File: src/rtl/prefix_count_pkg.sv
package prefix_count_pkg;

  // Strobes from the handshake control to the datapath
  typedef struct packed {
    logic load;   // capture a freshly computed result
  } ctrlStrobes_t;

  function automatic int countWidth(input int vl);
    return $clog2(vl) + 1;
  endfunction

endpackage

File: src/rtl/prefix_count_ctrl.sv
module prefix_count_ctrl
  import prefix_count_pkg::*;
(
  input  logic         clk,
  input  logic         rstN,
  input  logic         reqValid,
  output logic         reqReady,
  input  logic         outReady,
  output logic         outValid,
  output ctrlStrobes_t strobes
);

  logic validQ;
  logic acceptReq;

  // A slot opens when the output is empty or is being drained this cycle
  assign reqReady  = !validQ || outReady;
  assign acceptReq = reqValid && reqReady;

  always_ff @(posedge clk or negedge rstN) begin
    if (!rstN) begin
      validQ <= 1'b0;
    end else if (acceptReq) begin
      validQ <= 1'b1;
    end else if (outReady) begin
      validQ <= 1'b0;
    end
  end

  always_comb begin
    strobes      = '0;
    strobes.load = acceptReq;
  end

  assign outValid = validQ;

endmodule

File: src/rtl/prefix_count_datapath.sv
module prefix_count_datapath
  import prefix_count_pkg::*;
#(
  parameter int VL = 8,
  parameter int W  = countWidth(VL)
) (
  input  logic            clk,
  input  logic            rstN,
  input  ctrlStrobes_t    strobes,
  input  logic [VL-1:0]   srcBits,
  input  logic [VL-1:0]   maskBits,
  input  logic            noSrc,
  input  logic            noPred,
  input  logic [VL*W-1:0] oldDest,
  output logic [VL*W-1:0] outCounts
);

  logic [VL-1:0]   laneActive;
  logic [VL-1:0]   countBits;
  logic [VL*W-1:0] nextCounts;
  logic [VL*W-1:0] countsQ;

  // Per-lane qualification of the inputs
  for (genvar k = 0; k < VL; k++) begin : g_qualify
    assign laneActive[k] = noPred || maskBits[k];
    assign countBits[k]  = (noSrc || srcBits[k]) && laneActive[k];
  end

  // Each lane sums the qualified bits strictly below its own index
  for (genvar k = 0; k < VL; k++) begin : g_lane
    logic [W-1:0] belowSum;
    if (k == 0) begin : g_first
      assign belowSum = '0;
    end else begin : g_rest
      always_comb begin
        belowSum = '0;
        for (int j = 0; j < k; j++) begin
          belowSum = belowSum + W'(countBits[j]);
        end
      end
    end
    assign nextCounts[k*W +: W] = laneActive[k] ? belowSum : oldDest[k*W +: W];
  end

  always_ff @(posedge clk or negedge rstN) begin
    if (!rstN) begin
      countsQ <= '0;
    end else if (strobes.load) begin
      countsQ <= nextCounts;
    end
  end

  assign outCounts = countsQ;

endmodule

File: src/rtl/masked_prefix_count.sv
module masked_prefix_count
  import prefix_count_pkg::*;
#(
  parameter int VL = 8,
  localparam int W = countWidth(VL)
) (
  input  logic            clk,
  input  logic            rstN,
  input  logic            reqValid,
  output logic            reqReady,
  input  logic [VL-1:0]   srcBits,
  input  logic [VL-1:0]   maskBits,
  input  logic            noSrc,
  input  logic            noPred,
  input  logic [VL*W-1:0] oldDest,
  output logic            outValid,
  input  logic            outReady,
  output logic [VL*W-1:0] outCounts
);

  ctrlStrobes_t strobes;

  prefix_count_ctrl u_ctrl (
    .clk      (clk),
    .rstN     (rstN),
    .reqValid (reqValid),
    .reqReady (reqReady),
    .outReady (outReady),
    .outValid (outValid),
    .strobes  (strobes)
  );

  prefix_count_datapath #(.VL(VL), .W(W)) u_dp (
    .clk       (clk),
    .rstN      (rstN),
    .strobes   (strobes),
    .srcBits   (srcBits),
    .maskBits  (maskBits),
    .noSrc     (noSrc),
    .noPred    (noPred),
    .oldDest   (oldDest),
    .outCounts (outCounts)
  );

endmodule

File: config.mk
export PLATFORM = sky130hd
export DESIGN_NAME = masked_prefix_count
export DESIGN_NICKNAME = d
export VERILOG_FILES = /design/src/rtl/prefix_count_pkg.sv /design/src/rtl/prefix_count_ctrl.sv /design/src/rtl/prefix_count_datapath.sv /design/src/rtl/masked_prefix_count.sv
export SDC_FILE = /design/constraint.sdc
export NUM_CORES = 1
export LEC_CHECK = 0
export BUFFER_PORTS_ARGS = -buffer_cell sky130_fd_sc_hd__buf_2
export CAP_MARGIN = 10
export CORE_MARGIN = 2
export CORE_UTILIZATION = 47
export DETAILED_ROUTE_END_ITERATION = 8
export PLACE_DENSITY = 0.8
export SLEW_MARGIN = 5
export SYNTH_ARGS = -nofsm -noshare
export SYNTH_HDL_FRONTEND = slang
export SYNTH_SLANG_ARGS = --single-unit
File: constraint.sdc
create_clock -name clk -period 1.95 [get_ports clk]
set_clock_uncertainty 0.05 [all_clocks]
set_input_delay 0.2925 -clock clk [delete_from_list [all_inputs] [get_ports clk]]
set_output_delay 0.2925 -clock clk [all_outputs]
set_load 0.02 [all_outputs]
==> flow_summary.json, run 1 <==
{
  "status": "finished, violations left",
  "critical_path.max_fanout": 5,
  "die_w_um": 67.6,
  "core_um2": 3940,
  "crit_top_cell": "ha_4",
  "slew_violations": 0,
  "synth-xor-area-share_pct": 7.36,
  "ys_async_sr_fraction_pct": 100,
  "relSlewSlack_pct": 50.2,
  "wl_um": 5400,
  "synth-edff-count": 0,
  "whs_ps": 11.0,
  "die_h_um": 67.6,
  "synth_top_family_by_area": "simple AND/OR/NAND/NOR gates",
  "root_buffer": "clkbuf_8",
  "worst_hold_path_type": "in -> async",
  "die_area_um2": 4570,
  "cp_num_buf_inv": 1,
  "rrSetupSlack_ps": 340,
  "vias": 1942,
  "synth_top_area_share_pct": 43.4,
  "cp_slowest_cell": "xnor2_2",
  "cts_buffers": 5,
  "fin_cells": 391,
  "yosys_warnings": 0,
  "grt_first_pass_wirelength_um": 8420,
  "grt.overflow.total": 0,
  "crit_path_end_kind": "flop",
  "hold_buffers": 0,
  "finalPower_mw": 2.91,
  "path_delay_family": "XOR/XNOR gates",
  "critPathMaxStageDelay_ps": 320,
  "synth_fa_ha_area_share_pct": 5.92,
  "synth_area_um2": 1900,
  "crit_chain": "buf_8, o22a_1, o22a_1, nor2_2, nor3_4, ha_4, ha_4, ha_4, xor2_4, xnor2_2, xnor2_2, xnor2_2, ha_4, xnor2_1, a221o_1",
  "grt_max_degree": 64,
  "drive_above_1_share_pct": 49.0,
  "fin_ws_ps": -935,
  "synth_cells": 213,
  "rows": 23,
  "ir_worst_vdd_mv": 0.827,
  "power_density_nw_per_um2": 944,
  "crit_type": "in -> reg",
  "start_util_pct": 48.3,
  "r2r_start": "u_ctrl.outValid",
  "period_needed_ps": 2880,
  "r2r_cells": 6,
  "post-place-ws_ps": -1420,
  "critPathLaunchType": "input port",
  "htreeDepth": 2,
  "cts_tree": "yes",
  "p_leak_nw": 1.51,
  "cts.sinks": 33,
  "yosys.area_share.simple_pct": 19.4,
  "diodes": 0,
  "dr.pass1.iters": 4,
  "synthTopCellsByArea": "dfrtp_1 43%, nand2_1 9.1%, o21ai_0 7.6%, ha_1 5.9%, mux2i_1 5.8%",
  "drcViolationCount": 0,
  "dp_cells": 374,
  "tns_ps": -7510,
  "fillers": 275,
  "hold_viol": 0,
  "max_freq_mhz": 347,
  "grt-busiest-layer": "met2",
  "fin_crit_sh_pct": 148,
  "ff_latch_area_um2": 826,
  "clk_latency_ps": 280,
  "grt_pass1_vias": 1822,
  "gp_congestion": 0.825,
  "finalSetupViolCount": 13,
  "timing.rr.end": "u_dp.outCounts[31]",
  "clk_pin_slew_ps": 70,
  "yosys.area.top_type": "dfrtp_1",
  "synth_common_cells": "46 x nand2_1, 33 x dfrtp_1, 29 x o21ai_0, 28 x nor2_1, 11 x mux2i_1",
  "worst_pin_slew_ps": 747,
  "cap_violations": 0,
  "detail-route-antenna-nets": 0,
  "ys_seq_elements": 33,
  "met2_usage_pct": 40.7,
  "yosysMostFrequentCell": "nand2_1",
  "design_area_um2": 3080,
  "crit_required_ps": 2080,
  "synth.distinct_cells": 34,
  "gr-usage-all-layers_pct": 25.1,
  "wire_per_inst_um": 13.8,
  "grt_util_met1_pct": 31.6,
  "synth_ff_type": "dfrtp_1",
  "numPortBuffers": 86,
  "avgSynthCellArea_um2": 8.93,
  "violations": "negative setup slack",
  "finalNetCount": 403,
  "syn_to_final_growth_pct": 61.9,
  "gr-usage-met3_pct": 6.17,
  "synth_compound_area_share_pct": 15.5,
  "clock_path_buffers": 2,
  "drtIter0Drc": 100,
  "utilization_pct": 78.1,
  "synth_seq_area_share_pct": 43.4,
  "pin_count": 88,
  "synthMuxAreaShare_pct": 6.38,
  "antenna_found_initial": 0,
  "dp_hpwl_um": 3950,
  "syn_nets": 276,
  "viasPerCell": 4.97,
  "worst-endpoint-arrival_ps": 3010,
  "placed_area_um2": 2750,
  "multi_input_area_um2": 1270,
  "rsz0062_at_grt": "true"
}
[cell usage in the layout, fill, tap and decap left out, types with 9 or more instances in the layout]
master and n:
mux2i_1 11, nand2_1 45, dfrtp_1 33, o21ai_1 12, nor2_1 24, o21ai_0 17, ha_4 9, buf_2 82
buf_4 35, buf_6 9
[where the power goes]
part	switching, mW	internal, mW	leakage [nW]	total (mW)
logic	0.733	0.702	1.04	1.44
registers	0.0734	0.822	0.424	0.895
clock network	0.258	0.319	0.0542	0.577
total	1.06	1.84	1.51	2.91
[worst reg2reg max path: stages, from the launching register on]
cell and delay [ps]:
dfrtp_1 380, nand2b_1 150, nand2_2 110, nor2_1 210
inv_1 60, or4_1 520, nand3_1 80
[how the worst max path moves through the flow]
stage	start	to	slack, ps	depth (start not counted)
detailed placement	srcBits[0]	u_dp.outCounts[30]	-1420	15
CTS	srcBits[0]	u_dp.outCounts[30]	-900	15
global route	srcBits[0]	u_dp.outCounts[30]	-1030	15
finish	srcBits[0]	u_dp.outCounts[30]	-930	15
global placement	srcBits[0]	u_dp.outCounts[30]	-1260	14
floorplan	noSrc	u_dp.outCounts[30]	-1180	14
[final cells by class]
| class | count | share of cell area, % |
|---|---|---|
| multi-input combinational | 170 | 41.3 |
| tap | 50 | 2.03 |
| sequential | 33 | 26.8 |
| timing repair buffer | 128 | 26.3 |
| clock buffer | 7 | 3.13 |
| clock inverter | 1 | 0.162 |
| inverter | 2 | 0.244 |
[metal layers]
| metal | routed length [um] | share of wire [%] |
|---|---|---|
| met4 | 148 | 2.7 |
| met5 | 0 | 0 |
| met2 | 2620 | 48 |
| met3 | 368 | 6.8 |
| met1 | 2270 | 42 |
[repair_timing]
item | CTS | global route
pin swaps | 17 | 6
resized for setup | 24 | 8
setup buffers | 9 | 2
endpoints found under the setup margin | 14 | 15
gates cloned | 0 | 0
[flip-flops by register name, indices dropped and copies added, names as in the netlist]
signal           count
u_ctrl.outValid      1
u_dp.outCounts      32
[logic make-up after synthesis]
kind of cell	count (synthesis)
compound gates	49
xor+xnor	13
fa+ha+maj	9
buf+inv	10
flops	33
mux	12
simple gates	87
Power figures use the tool's default switching activity.
==> run 2: changes to the inputs <==
- ABC_CLOCK_PERIOD_IN_PS: unset -> 1950
- CELL_PAD_IN_SITES_DETAIL_PLACEMENT: unset -> 0
- CELL_PAD_IN_SITES_GLOBAL_PLACEMENT: unset -> 2
- CORE_UTILIZATION: 47 -> 26
- PLACE_DENSITY: 0.8 -> unset
- PLACE_DENSITY_LB_ADDON: unset -> 0.1
- SETUP_SLACK_MARGIN: unset -> 0.3
==> run 2 against run 1 <==
The flow finishes with violations (negative hold slack, negative setup slack). Global-route usage decreased by 11 points. Critical path depth decreased by 1. Count of clock-buffer cells in the layout unchanged. Register-to-register slack about the same. Sequential cell count unchanged. Sequential share of layout area decreased by 1.2 points. Via count decreased by 1.2%. Maximum frequency increased by 0.32%. Routed wire length increased by 5.8%. Hold slack got worse by 20 ps. Die area increased by 75%. Power increased by 0.80%. Largest power group unchanged.
==> flow_summary.json, run 2 (same netlist as run 1, synthesis figures left out) <==
{
  "fin_ws_ps": -926,
  "worst-endpoint-arrival_ps": 2990,
  "slew_violations": 0,
  "period_needed_ps": 2880,
  "cts.sinks": 33,
  "final_cell_mix": "81 x buf_2, 45 x nand2_1, 37 x buf_4, 33 x dfrtp_1, 25 x nor2_1",
  "power_density_nw_per_um2": 910,
  "drcViolationCount": 0,
  "pin_count": 88,
  "rsz0062_at_grt": "true",
  "status": "finished, violations left",
  "violations": "negative hold slack, negative setup slack",
  "p_leak_nw": 1.56,
  "clk_latency_ps": 280,
  "worst_pin_slew_ps": 450,
  "largest_reg_flops": 32,
  "drive_above_1_share_pct": 50.1,
  "crit_type": "in -> reg",
  "viasPerCell": 4.30,
  "detail-route-antenna-nets": 0,
  "grt_max_degree": 64,
  "fin_crit_sh_pct": 147,
  "grt_pass1_vias": 1806,
  "max_freq_mhz": 348,
  "finalSetupViolCount": 14,
  "finalNetCount": 410,
  "crit_required_ps": 2070,
  "core_um2": 7180,
  "numPortBuffers": 86,
  "post-place-ws_ps": -1330,
  "critical_path.max_fanout": 4,
  "relSlewSlack_pct": 70.0,
  "die_w_um": 89.6,
  "rows": 31,
  "die_h_um": 89.6,
  "drtIter0Drc": 50,
  "crit_path_end_kind": "flop",
  "hold_viol": 17,
  "tns_ps": -7640,
  "final_common_cell": "buf_2",
  "gr-usage-all-layers_pct": 14.3,
  "dr.pass1.iters": 4,
  "whs_ps": -8.93,
  "fillers": 763,
  "utilization_pct": 44.9,
  "cts_tree": "yes",
  "vias": 1919,
  "wl_um": 5720,
  "wire_per_inst_um": 12.8,
  "r2r_cells": 6,
  "syn_to_final_growth_pct": 69.2,
  "htreeDepth": 2,
  "placed_area_um2": 2840,
  "finalPower_mw": 2.93,
  "cts_buffers": 5,
  "cap_violations": 0,
  "dp_hpwl_um": 4260,
  "design_area_um2": 3220,
  "clock_path_buffers": 2,
  "die_area_um2": 8020,
  "dp_cells": 424,
  "diodes": 0,
  "critPathLaunchType": "input port",
  "root_buffer": "clkbuf_8",
  "start_util_pct": 26.5,
  "fin_cells": 446,
  "grt_first_pass_wirelength_um": 8650,
  "clk_pin_slew_ps": 70,
  "antenna_found_initial": 0,
  "gp_congestion": 0.693,
  "grt.overflow.total": 0,
  "ir_worst_vdd_mv": 0.433,
  "worst_hold_path_type": "in -> async"
}
run 2: changes by cell type in the layout (fill, tap and decap cells not counted), sizes merged:
cell    before  now
buf        128  135
clkinv       1    0
run 2: cell type report:
class / count / area, um2 / area share [%]
Sequential cell: 33 / 826 / 25.7
Multi-Input combinational cell: 170 / 1280 / 39.8
Timing Repair Buffer: 135 / 896 / 27.8
Inverter: 2 / 7.51 / 0.233
Tap cell: 99 / 124 / 3.85
Clock buffer: 7 / 86.3 / 2.68
run 2: worst max-delay path, stage by stage:
cell and delay (ps):
buf_4 120, a21o_4 190, and2_4 140, nor3_4 200, ha_4 250, ha_4 250
ha_4 170, xor2_2 180, xnor2_2 160, xnor2_2 290, xnor2_2 110, ha_2 190
xnor2_1 120, a221o_1 320
run 2: final timing paths:
check | startpoint | to | slack [ps]
max reg2reg | u_ctrl.outValid | u_dp.outCounts[31] | 340
min in group clk | reqValid | u_ctrl.outValid | 190
min | rstN | u_dp.outCounts[3] | -9
max in group asynchronous | rstN | u_dp.outCounts[22] | 1540
min reg2reg | u_dp.outCounts[4] | u_dp.outCounts[4] | 420
max | srcBits[1] | u_dp.outCounts[30] | -930
run 2: timing repair:
action,CTS,global route
hold buffers,0,0
gates resized for setup,29,11
setup buffers,9,6
hold endpoints to repair,0,0
setup endpoints to repair,16,17
pin swaps,28,15
run 2: power breakdown:
| group | switching, mW | leakage [nW] | internal (mW) |
|---|---|---|---|
| clock network | 0.249 | 0.0443 | 0.280 |
| logic | 0.726 | 1.09 | 0.784 |
| registers | 0.0693 | 0.424 | 0.822 |
run 2: layer usage:
layer	vias to the layer above	wire length, um	GRT usage (%)
met2	50	2650	22.4
li1	992	-	-
met4	0	65	4.07
met1	871	2710	19.6
met5	-	0	0
met3	6	293	3.51
==> run 3: changes to the inputs <==
- BUFFER_PORTS_ARGS: -buffer_cell sky130_fd_sc_hd__buf_2 -> -buffer_cell sky130_fd_sc_hd__buf_4
==> run 3 against run 2 <==
The flow finishes with violations (negative setup slack). Final area grew 12%. Combinational power rose by 21%. Non-clock buffer count up 7. Setup slack got worse by 15 ps. Critical endpoint unchanged.
==> flow_summary.json, run 3 (same netlist as run 1, synthesis figures left out) <==
{
  "rrSetupSlack_ps": 340,
  "cp_slowest_cell": "xnor2_2",
  "critical_path.max_fanout": 5,
  "tns_ps": -8280,
  "dp_hpwl_um": 4240,
  "critPathMaxStageDelay_ps": 350,
  "wl_um": 5900,
  "fillers": 700,
  "clock_path_buffers": 2,
  "root_buffer": "clkbuf_8",
  "relSlewSlack_pct": 70.1,
  "htreeDepth": 2,
  "path_depth": 15,
  "period_needed_ps": 2890,
  "timing.rr.end": "u_dp.outCounts[31]",
  "rows": 31,
  "grt_first_pass_wirelength_um": 9010,
  "design_area_um2": 3600,
  "gr-usage-all-layers_pct": 14.9,
  "largest_reg_flops": 32,
  "max_freq_mhz": 346,
  "grt_max_degree": 64,
  "viasPerCell": 4.26,
  "violations": "negative setup slack",
  "antenna_found_initial": 0,
  "drtIter0Drc": 19,
  "die_h_um": 89.6,
  "detail-route-antenna-nets": 0,
  "worst_hold_path_type": "in -> reg",
  "cap_violations": 0,
  "grt_pass1_vias": 1883,
  "fin_ws_ps": -941,
  "slew_violations": 0,
  "cts_buffers": 5,
  "gp_congestion": 0.702,
  "worst-endpoint-arrival_ps": 3020,
  "cts_tree": "yes",
  "placed_area_um2": 3050,
  "p_comb_share_pct": 53.6,
  "wire_per_inst_um": 13.0,
  "cp_num_buf_inv": 1,
  "p_sw_mw": 1.14,
  "cts.sinks": 33,
  "core_um2": 7180,
  "crit_type": "in -> reg",
  "p_sw_share_pct": 33.4,
  "power_density_nw_per_um2": 949,
  "crit_path_end_kind": "flop",
  "die_area_um2": 8020,
  "diodes": 0,
  "status": "finished, violations left",
  "numPortBuffers": 86,
  "dr.pass1.iters": 4,
  "start_util_pct": 26.5,
  "drive_above_1_share_pct": 52.4,
  "drcViolationCount": 0,
  "p_int_mw": 2.28,
  "clk_latency_ps": 290,
  "r2r_cells": 6,
  "rsz0062_at_grt": "true",
  "hold_depth": 2,
  "crit_top_cell": "ha_4",
  "whs_endpoint": "u_ctrl.outValid",
  "ir_worst_vdd_mv": 0.537,
  "multi_input_area_um2": 1330,
  "clk_pin_slew_ps": 80,
  "syn_to_final_growth_pct": 89.4,
  "crit_required_ps": 2080,
  "p_leak_nw": 1.68,
  "hold_viol": 0,
  "r2r_start": "u_ctrl.outValid",
  "pin_count": 88,
  "final_common_cell": "buf_4",
  "finalNetCount": 417,
  "vias": 1936,
  "die_w_um": 89.6,
  "p_seq_share_pct": 26.3,
  "worst_pin_slew_ps": 448,
  "critPathLaunchType": "input port",
  "grt.overflow.total": 0,
  "crit_chain": "buf_8, o22a_1, o22a_1, nor2_2, nor3_4, ha_4, ha_4, ha_4, xor2_4, xnor2_2, xnor2_2, xnor2_2, ha_4, xnor2_1, a221o_1",
  "min-delay-start": "reqValid",
  "fin_crit_sh_pct": 148,
  "path_delay_family": "XOR/XNOR gates",
  "finalSetupViolCount": 14,
  "clkPwrFrac_pct": 20.1,
  "ff_latch_area_um2": 826,
  "final_cell_mix": "111 x buf_4, 45 x nand2_1, 33 x dfrtp_1, 27 x buf_6, 24 x nor2_1"
}
-- run 3: cell types whose count changed in the layout (fill, tap and decap cells not counted), sizes merged --
cell	change
buf	+6
bufinv	+1
dlygate4sd3	+1
-- run 3: power groups by stage --
stage	Combinational, mW	Sequential, mW	Clock [mW]
after floorplan	0.596	1.08	0
after global placement	1.36	0.915	0
after detailed placement	1.37	0.914	0
after CTS	1.65	0.904	0.713
after global routing	1.97	0.920	0.744
final	1.83	0.900	0.688
-- run 3: final cells by class --
type | count | area share, %
clock inverters | 1 | 0.833
flip-flops and latches | 33 | 22.9
repair buffers | 142 | 33.4
clock buffers | 7 | 2.39
multi-input cells | 170 | 36.9
well taps | 99 | 3.44
inverters | 2 | 0.208
-- run 3: layer usage --
metal	wire length (um)	track usage, %	vias up
li1	-	-	1013
met1	2750	19.7	869
met2	2800	24.1	50
met3	303	3.79	4
met4	53	4.48	0
met5	0	0	-
-- run 3: how the worst max path moves through the flow --
stage          startpoint                 end  slack (ps)
2_1_floorplan       noSrc  u_dp.outCounts[30]       -1180
3_3_place_gp   srcBits[0]  u_dp.outCounts[30]       -1270
3_5_place_dp   srcBits[0]  u_dp.outCounts[30]       -1330
4_1_cts        srcBits[0]  u_dp.outCounts[30]        -870
5_1_grt        srcBits[0]  u_dp.outCounts[30]       -1020
6_report       srcBits[0]  u_dp.outCounts[30]        -940
-- run 3: repair_timing --
item | 4_1_cts | 5_1_grt
setup buffers | 16 | 5
hold buffers | 1 | 0
setup endpoints to repair | 16 | 16
hold endpoints to repair | 33 | 0
pin swaps | 21 | 18
resized for setup | 35 | 22
-- run 3: metrics by stage --
step | hold WS, ps | power (mW) | setup WS [ps] | util (%) | std cells
detailed placement | 227 | 2.29 | -1330 | 42.5 | 424
finish | 160 | 3.42 | -941 | 50.2 | 454
floorplan | -53.1 | 1.67 | -1180 | - | 213
global route | 155 | 3.63 | -1020 | 50.2 | 454
CTS | 150 | 3.27 | -867 | 47.9 | 449
global placement | 228 | 2.28 | -1270 | 42.5 | 424
-- run 3: worst reg2reg max path: cells and delay by family (launching register included) --
family / cells / cell delay [ps]
flops: 1 / 380
simple gates: 5 / 1070
buf+inv: 1 / 60
